### src/rtl/srem_pkg.sv
package srem_pkg;

   typedef enum logic [1:0] {
      ST_IDLE  = 2'd0,
      ST_SETUP = 2'd1,
      ST_RUN   = 2'd2,
      ST_FIX   = 2'd3
   } srem_state_e;

   typedef struct packed {
      logic unavail;
      logic div0;
      logic ovf;
   } srem_fault_t;

   // implementation choices for two's-complement negation
   localparam int NEG_MUX = 0;   // select between value and its negation
   localparam int NEG_XOR = 1;   // conditional invert plus carry-in

endpackage

### src/rtl/srem_operand_prep.sv
module srem_operand_prep #(
   parameter int WIDTH     = 128,
   parameter int NEG_STYLE = srem_pkg::NEG_MUX
) (
   input  logic [WIDTH-1:0] dvd_i,
   input  logic [WIDTH-1:0] dvs_i,
   output logic [WIDTH-1:0] dvd_mag_o,
   output logic [WIDTH-1:0] dvs_mag_o,
   output logic             dvd_neg_o,
   output logic             div0_o,
   output logic             ovf_o
);
   localparam logic [WIDTH-1:0] MOST_NEG  = {1'b1, {(WIDTH-1){1'b0}}};
   localparam logic [WIDTH-1:0] MINUS_ONE = {WIDTH{1'b1}};
   localparam int               N_OPS     = 2;

   initial begin
      a_width_ok: assert (WIDTH >= 4) else $error("WIDTH must be at least 4");
      a_style_ok: assert (NEG_STYLE == srem_pkg::NEG_MUX || NEG_STYLE == srem_pkg::NEG_XOR)
         else $error("unknown NEG_STYLE");
   end

   logic [WIDTH-1:0] raw [N_OPS];
   logic [WIDTH-1:0] mag [N_OPS];

   assign raw[0] = dvd_i;
   assign raw[1] = dvs_i;

   for (genvar g = 0; g < N_OPS; g++) begin : g_abs
      if (NEG_STYLE == srem_pkg::NEG_XOR) begin : g_xor
         assign mag[g] = (raw[g] ^ {WIDTH{raw[g][WIDTH-1]}}) + WIDTH'(raw[g][WIDTH-1]);
      end else begin : g_mux
         assign mag[g] = raw[g][WIDTH-1] ? (~raw[g] + 1'b1) : raw[g];
      end

      // magnitude top bit is set only for the most negative operand
      always_comb begin
         p_mag_range_r1: assert (!mag[g][WIDTH-1] || raw[g] == MOST_NEG);
      end
   end

   assign dvd_mag_o = mag[0];
   assign dvs_mag_o = mag[1];
   assign dvd_neg_o = dvd_i[WIDTH-1];
   assign div0_o    = (dvs_i == '0);
   assign ovf_o     = (dvd_i == MOST_NEG) && (dvs_i == MINUS_ONE);

endmodule

### src/rtl/srem_restoring_core.sv
module srem_restoring_core #(
   parameter int WIDTH = 128
) (
   input  logic             clk,
   input  logic             rst,
   input  logic             load_i,
   input  logic             step_i,
   input  logic [WIDTH-1:0] dvd_mag_i,
   input  logic [WIDTH-1:0] dvs_mag_i,
   output logic [WIDTH-1:0] rem_mag_o,
   output logic             last_o
);
   localparam int               CNT_W    = (WIDTH > 1) ? $clog2(WIDTH) : 1;
   localparam logic [CNT_W-1:0] LAST_IDX = CNT_W'(WIDTH - 1);

   logic [WIDTH-1:0] rem_q;
   logic [WIDTH-1:0] shf_q;
   logic [WIDTH-1:0] dvs_q;
   logic [CNT_W-1:0] cnt_q;
   logic             active_q;
   logic [WIDTH:0]   trial;

   // partial remainder shifted left with the next dividend bit, minus divisor
   assign trial = {rem_q, shf_q[WIDTH-1]} - {1'b0, dvs_q};

   always_ff @(posedge clk) begin
      if (rst) begin
         rem_q    <= '0;
         shf_q    <= '0;
         dvs_q    <= '0;
         cnt_q    <= '0;
         active_q <= 1'b0;
      end else if (load_i) begin
         rem_q    <= '0;
         shf_q    <= dvd_mag_i;
         dvs_q    <= dvs_mag_i;
         cnt_q    <= '0;
         active_q <= 1'b1;
      end else if (step_i) begin
         rem_q <= trial[WIDTH] ? {rem_q[WIDTH-2:0], shf_q[WIDTH-1]} : trial[WIDTH-1:0];
         shf_q <= {shf_q[WIDTH-2:0], 1'b0};
         cnt_q <= cnt_q + 1'b1;
      end
   end

   assign rem_mag_o = rem_q;
   assign last_o    = step_i && (cnt_q == LAST_IDX);

   // partial remainder stays below the divisor magnitude
   p_rem_bound_r2: assert property (@(posedge clk) disable iff (rst)
      active_q |-> (rem_q < dvs_q));

   // iterations only run on loaded operands
   p_step_loaded_r6: assert property (@(posedge clk) disable iff (rst)
      step_i |-> active_q);

endmodule

### src/rtl/srem_sign_fix.sv
module srem_sign_fix #(
   parameter int WIDTH     = 128,
   parameter int NEG_STYLE = srem_pkg::NEG_MUX
) (
   input  logic [WIDTH-1:0] mag_i,
   input  logic             neg_i,
   output logic [WIDTH-1:0] val_o
);
   if (NEG_STYLE == srem_pkg::NEG_XOR) begin : g_xor
      assign val_o = (mag_i ^ {WIDTH{neg_i}}) + WIDTH'(neg_i);
   end else begin : g_mux
      assign val_o = neg_i ? (~mag_i + 1'b1) : mag_i;
   end

   // a negated nonzero magnitude below 2^(WIDTH-1) must come out negative
   always_comb begin
      p_neg_sign_r2: assert (!(neg_i && mag_i != '0 && !mag_i[WIDTH-1]) || val_o[WIDTH-1]);
   end

endmodule

### src/rtl/sdiv_remainder_unit.sv
module sdiv_remainder_unit
   import srem_pkg::*;
#(
   parameter int WIDTH     = 128,
   parameter int NEG_STYLE = NEG_MUX
) (
   input  logic             clk,
   input  logic             rst,
   input  logic             req_valid,
   input  logic             fac_en,
   input  logic [WIDTH-1:0] dividend,
   input  logic [WIDTH-1:0] divisor,
   output logic             busy,
   output logic             rsp_valid,
   output logic [WIDTH-1:0] rem_out,
   output logic             fault_unavail,
   output logic             fault_div0,
   output logic             fault_ovf
);
   srem_state_e      state_q;
   logic [WIDTH-1:0] a_q;
   logic [WIDTH-1:0] b_q;
   logic             neg_q;
   logic             rsp_q;
   logic [WIDTH-1:0] rem_q;
   srem_fault_t      flt_q;

   logic [WIDTH-1:0] dvd_mag;
   logic [WIDTH-1:0] dvs_mag;
   logic             dvd_neg;
   logic             pre_div0;
   logic             pre_ovf;
   logic             core_load;
   logic             core_step;
   logic             core_last;
   logic [WIDTH-1:0] core_rem;
   logic [WIDTH-1:0] fixed_rem;

   srem_operand_prep #(.WIDTH(WIDTH), .NEG_STYLE(NEG_STYLE)) u_prep (
      .dvd_i     (a_q),
      .dvs_i     (b_q),
      .dvd_mag_o (dvd_mag),
      .dvs_mag_o (dvs_mag),
      .dvd_neg_o (dvd_neg),
      .div0_o    (pre_div0),
      .ovf_o     (pre_ovf)
   );

   assign core_load = (state_q == ST_SETUP) && !pre_div0 && !pre_ovf;
   assign core_step = (state_q == ST_RUN);

   srem_restoring_core #(.WIDTH(WIDTH)) u_core (
      .clk       (clk),
      .rst       (rst),
      .load_i    (core_load),
      .step_i    (core_step),
      .dvd_mag_i (dvd_mag),
      .dvs_mag_i (dvs_mag),
      .rem_mag_o (core_rem),
      .last_o    (core_last)
   );

   srem_sign_fix #(.WIDTH(WIDTH), .NEG_STYLE(NEG_STYLE)) u_fix (
      .mag_i (core_rem),
      .neg_i (neg_q),
      .val_o (fixed_rem)
   );

   always_ff @(posedge clk) begin
      if (rst) begin
         state_q <= ST_IDLE;
         a_q     <= '0;
         b_q     <= '0;
         neg_q   <= 1'b0;
         rsp_q   <= 1'b0;
         rem_q   <= '0;
         flt_q   <= '0;
      end else begin
         rsp_q <= 1'b0;
         flt_q <= '0;
         case (state_q)
            ST_IDLE: begin
               if (req_valid) begin
                  if (!fac_en) begin
                     rsp_q         <= 1'b1;
                     flt_q.unavail <= 1'b1;
                     rem_q         <= '0;
                  end else begin
                     a_q     <= dividend;
                     b_q     <= divisor;
                     state_q <= ST_SETUP;
                  end
               end
            end
            ST_SETUP: begin
               if (pre_div0) begin
                  rsp_q      <= 1'b1;
                  flt_q.div0 <= 1'b1;
                  rem_q      <= '0;
                  state_q    <= ST_IDLE;
               end else if (pre_ovf) begin
                  rsp_q     <= 1'b1;
                  flt_q.ovf <= 1'b1;
                  rem_q     <= '0;
                  state_q   <= ST_IDLE;
               end else begin
                  neg_q   <= dvd_neg;
                  state_q <= ST_RUN;
               end
            end
            ST_RUN: begin
               if (core_last) state_q <= ST_FIX;
            end
            ST_FIX: begin
               rem_q   <= fixed_rem;
               rsp_q   <= 1'b1;
               state_q <= ST_IDLE;
            end
            default: state_q <= ST_IDLE;
         endcase
      end
   end

   assign busy          = (state_q != ST_IDLE);
   assign rsp_valid     = rsp_q;
   assign rem_out       = rem_q;
   assign fault_unavail = flt_q.unavail;
   assign fault_div0    = flt_q.div0;
   assign fault_ovf     = flt_q.ovf;

   p_one_fault_r9: assert property (@(posedge clk) disable iff (rst)
      $onehot0({fault_unavail, fault_div0, fault_ovf}));

   p_fault_with_rsp_r9: assert property (@(posedge clk) disable iff (rst)
      (fault_unavail || fault_div0 || fault_ovf) |-> rsp_valid);

   p_fault_zero_r4: assert property (@(posedge clk) disable iff (rst)
      (rsp_valid && (fault_unavail || fault_div0 || fault_ovf)) |-> (rem_out == '0));

   p_sign_dividend_r2: assert property (@(posedge clk) disable iff (rst)
      (rsp_valid && !(fault_unavail || fault_div0 || fault_ovf))
         |-> (neg_q ? (rem_out[WIDTH-1] || rem_out == '0) : !rem_out[WIDTH-1]));

   p_rsp_idle_r7: assert property (@(posedge clk) disable iff (rst)
      rsp_valid |-> !busy);

   p_busy_ignores_r7: assert property (@(posedge clk) disable iff (rst)
      (busy && req_valid) |=> ($stable(a_q) && $stable(b_q)));

   p_unavail_no_busy_r5: assert property (@(posedge clk) disable iff (rst)
      fault_unavail |-> !busy);

endmodule

### config.mk
export PLATFORM = sky130hd
export DESIGN_NAME = sdiv_remainder_unit
export DESIGN_NICKNAME = d
export VERILOG_FILES = /design/src/rtl/srem_pkg.sv /design/src/rtl/srem_operand_prep.sv /design/src/rtl/srem_restoring_core.sv /design/src/rtl/srem_sign_fix.sv /design/src/rtl/sdiv_remainder_unit.sv
export SDC_FILE = /design/constraint.sdc
export NUM_CORES = 2
export LEC_CHECK = 0
export BUFFER_PORTS_ARGS = -buffer_cell sky130_fd_sc_hd__buf_2
export CORE_MARGIN = 3
export CORE_UTILIZATION = 50
export DETAILED_ROUTE_END_ITERATION = 10
export GPL_ROUTABILITY_DRIVEN = 0
export PLACE_DENSITY = 0.71
export SLEW_MARGIN = 10
export SYNTH_ARGS = -nofsm -noshare
export SYNTH_HDL_FRONTEND = slang
export SYNTH_HIERARCHICAL = 1
export SYNTH_SLANG_ARGS = --single-unit
### constraint.sdc
create_clock -name clk -period 10.45 [get_ports clk]
set_clock_uncertainty 0.15 [all_clocks]
set_input_delay 0.5225 -clock clk [delete_from_list [all_inputs] [get_ports clk]]
set_output_delay 0.5225 -clock clk [all_outputs]
set_load 0.05 [all_outputs]
==> reports/results.ini <==
[global_routing]
grt-ovfl-total=0
grt_max_degree=212
grt_usage_pct=32.08
grt_antenna_before_repair=7
grt_pass1_vias=44811
grt_pass1_wl_mm=261.9

[cells_and_area]
layout-drive-gt1-share_pct=11.01
final_cells=8028
multi_input_area_um2=30260
area_growth_pct=15.32
regArea_um2=15670
nets=7085
fillCellCount=8520
final_area_um2=56040

[timing]
final-max-slew-violation-count=0
fin_setup_tns_ns=0
fin_crit_ns=6.347
finalSetupViolCount=0
min_period_over_period_pct=60.74
rsz0062_at_grt=false
hold_ws_ns=0.02025
relSlewSlack_pct=19.97
worst_pin_slew_ns=1.184
finalHoldViolations=0
fmax_ghz=0.1576

[clock_network]
clkLatencyLatePin_ns=0.70
clk_pin_slew_worst_paths_ns=0.06
cts_max_level=3
cts_inserted_buffers=84
cts.sinks=782
cts-root-buf=clkbuf_16
tritoncts=built
cts_hold_buffers=240
cts_buffer_depth=3
postCtsSetupBuffers=0
cts_resized=0

[route]
wl_per_cell_um=21.45
drtAntennaViolNets=0
remaining_drc_errors=0
vias=49882
routed_wl_mm=172.2
dr.pass1.iters=7
via_per_inst=6.214
drt_iter0_markers=6710

[power]
power.density_cell_area_nw_per_um2=185.5
pwr-share-clk_pct=31.6
seq_power_share_pct=31.5
switching_share_pct=39.08
comb_power_share_pct=36.9
power_mw=10.39
leakagePower_nw=22.15
switchingPower_mw=4.061
p_int_mw=6.332
vdd_drop_max_mv=0.2927

[yosys]
yosysWarnings=6
yosysUniqueCellTypes=107
synth_flop_cell=dfxtp_1
netlist_top_cells_area=dfxtp_1 (32%), xnor2_1 (8.0%), nand2_1 (7.8%)
async_flop_share_pct=0
ys_seq_area_share_pct=32.22
syn-mean-instance-area_um2=7.665
synth_seq_cells=782
synthCells=6340
syn-num-nets=6734
synth_area_um2=48600
synth_common_cells=nand2_1 (1012), dfxtp_1 (782), nor2_1 (688)
yosysTopAreaCell=dfxtp_1
yosysMostFrequentCell=nand2_1
synth_edf_count=0
synth_top_cell_area_share_pct=32.22

[placement]
placed_area_um2=50580
placed_cells=7630
hpwl_mm=122.4
portBuffers=392

[die]
die_area_um2=101000
die_x_um=317.8
rows=113
die_h_um=317.8
io-pin-count=393
start_util_pct=50.77
core_region_area_um2=95720

[critical_path]
crit_path_start_kind=flip-flop
required_ns=10.91
arrival_ns=6.81
end_kind=flip-flop
crit_fanout=88
critical_path_class=reg -> reg

[flow_run]
cap_violations=0

[status]
status=completed

[min_path]
hp-class=in -> reg

final cells by class:
cell class | instances | share of cell area (%)
inverters | 196 | 1.313
well taps | 1265 | 2.824
multi-input cells | 4951 | 53.99
clock buffers | 112 | 4.224
flip-flops and latches | 782 | 27.96
clock inverters | 42 | 1.215
repair buffers | 676 | 8.462
diodes | 4 | 0.01786
power by group through the flow:
stage                     Clock [mW]  Combinational, mW  Sequential (mW)
after floorplan                    0               2.74             3.25
after global placement             0               3.54             3.33
after detailed placement           0               3.58             3.33
after CTS                       3.33               3.66             3.27
after global routing            3.44               4.09             3.29
final                           3.28               3.84             3.28
sequential cells by signal (all words and copies together) (netlist names), named ones only:
| register | count |
|---|---|
| u_core/cnt_q | 7 |
| neg_q | 1 |
| state_q | 1 |
| rem_out | 128 |
| fault_div0 | 1 |
| rsp_valid | 1 |
| u_core/dvs_q | 128 |
| fault_unavail | 1 |
| u_core/rem_mag_o | 128 |
| fault_ovf | 1 |
| b_q | 128 |
| a_q | 128 |
| u_core/shf_q | 128 |
critical path, cell delays in order, from the launching register on:
cell and delay [ns]:
dfxtp_1 0.35, nor4_1 0.67, nand3b_1 0.61, nor3_1 0.65
nand4_1 0.29, or3_1 0.43, nor4_1 0.45, nor4b_2 0.11
or2_2 0.32, buf_4 0.36, nor2_1 0.76, nand2_2 0.37
or4_1 0.60, o21ai_1 0.09
placed cells by master, fill, tap and decap left out, types with 13 or more instances in the layout:
cell type and count:
nand2b_1 33, inv_1 195, or2_2 27, nand2_1 1012, nor3_1 132, clkbuf_16 84, a21oi_1 650, buf_4 41
clkbuf_8 16, nand4b_1 13, buf_2 391, nand3_1 96, nor4_1 100, a311oi_1 64, nor2_1 686, o31ai_1 106
a21o_1 80, o41ai_1 57, xnor2_1 445, nand3b_1 17, and3_1 23, a31oi_1 33, xor2_1 49, ha_1 133
or3_1 58, nor2b_1 15, mux2i_1 263, dfxtp_1 779, a22o_2 61, nand4_1 161, o21ai_0 255, or4_1 38
o21bai_1 43, bufinv_16 13, a22o_1 67, dlygate4sd3_1 240, clkinv_2 14
metal layers:
layer	part of all wire, %	GRT usage [%]	routed length [µm]	up-vias
li1	-	-	-	23175
met2	43	48.28	73430	3033
met5	0.024	0	41	-
met3	10	5.921	17940	527
met4	5.1	14.85	8826	6
met1	42	44.45	71980	23141
final timing paths:
check	to	cells past startpoint	slack, ns	start
hold reg to reg	rem_out[8]$_SDFFE_PP0P_	1	0.32	rem_out[8]$_SDFFE_PP0P_
setup reg to reg	u_core/rem_mag_o[75]$_SDFFE_PP0P_	13	4.10	a_q[68]$_SDFFE_PP0P_
setup / recovery	u_core/rem_mag_o[75]$_SDFFE_PP0P_	13	4.10	a_q[68]$_SDFFE_PP0P_
hold / removal	b_q[38]$_SDFFE_PP0P_	3	0.02	divisor[38]
metrics by stage:
stage	setup WS, ns	utilization (%)
after CTS	4.283	58.54
after global placement	4.331	52.84
after global routing	3.770	58.55
final	4.103	58.55
after detailed placement	4.246	52.84
after floorplan	6.003	-
cell families after synthesis:
family                   after synthesis  synth area share, %
adder cells (fa/ha/maj)              134                3.466
AND/OR/NAND/NOR                     2497                23.63
buffers and inverters                607                5.615
XOR/XNOR                             496                9.017
AO/OA/AOI/OAI                       1558                20.57
flip-flops                           782                32.22
multiplexers                         266                5.487
Power figures use the tool's default switching activity.
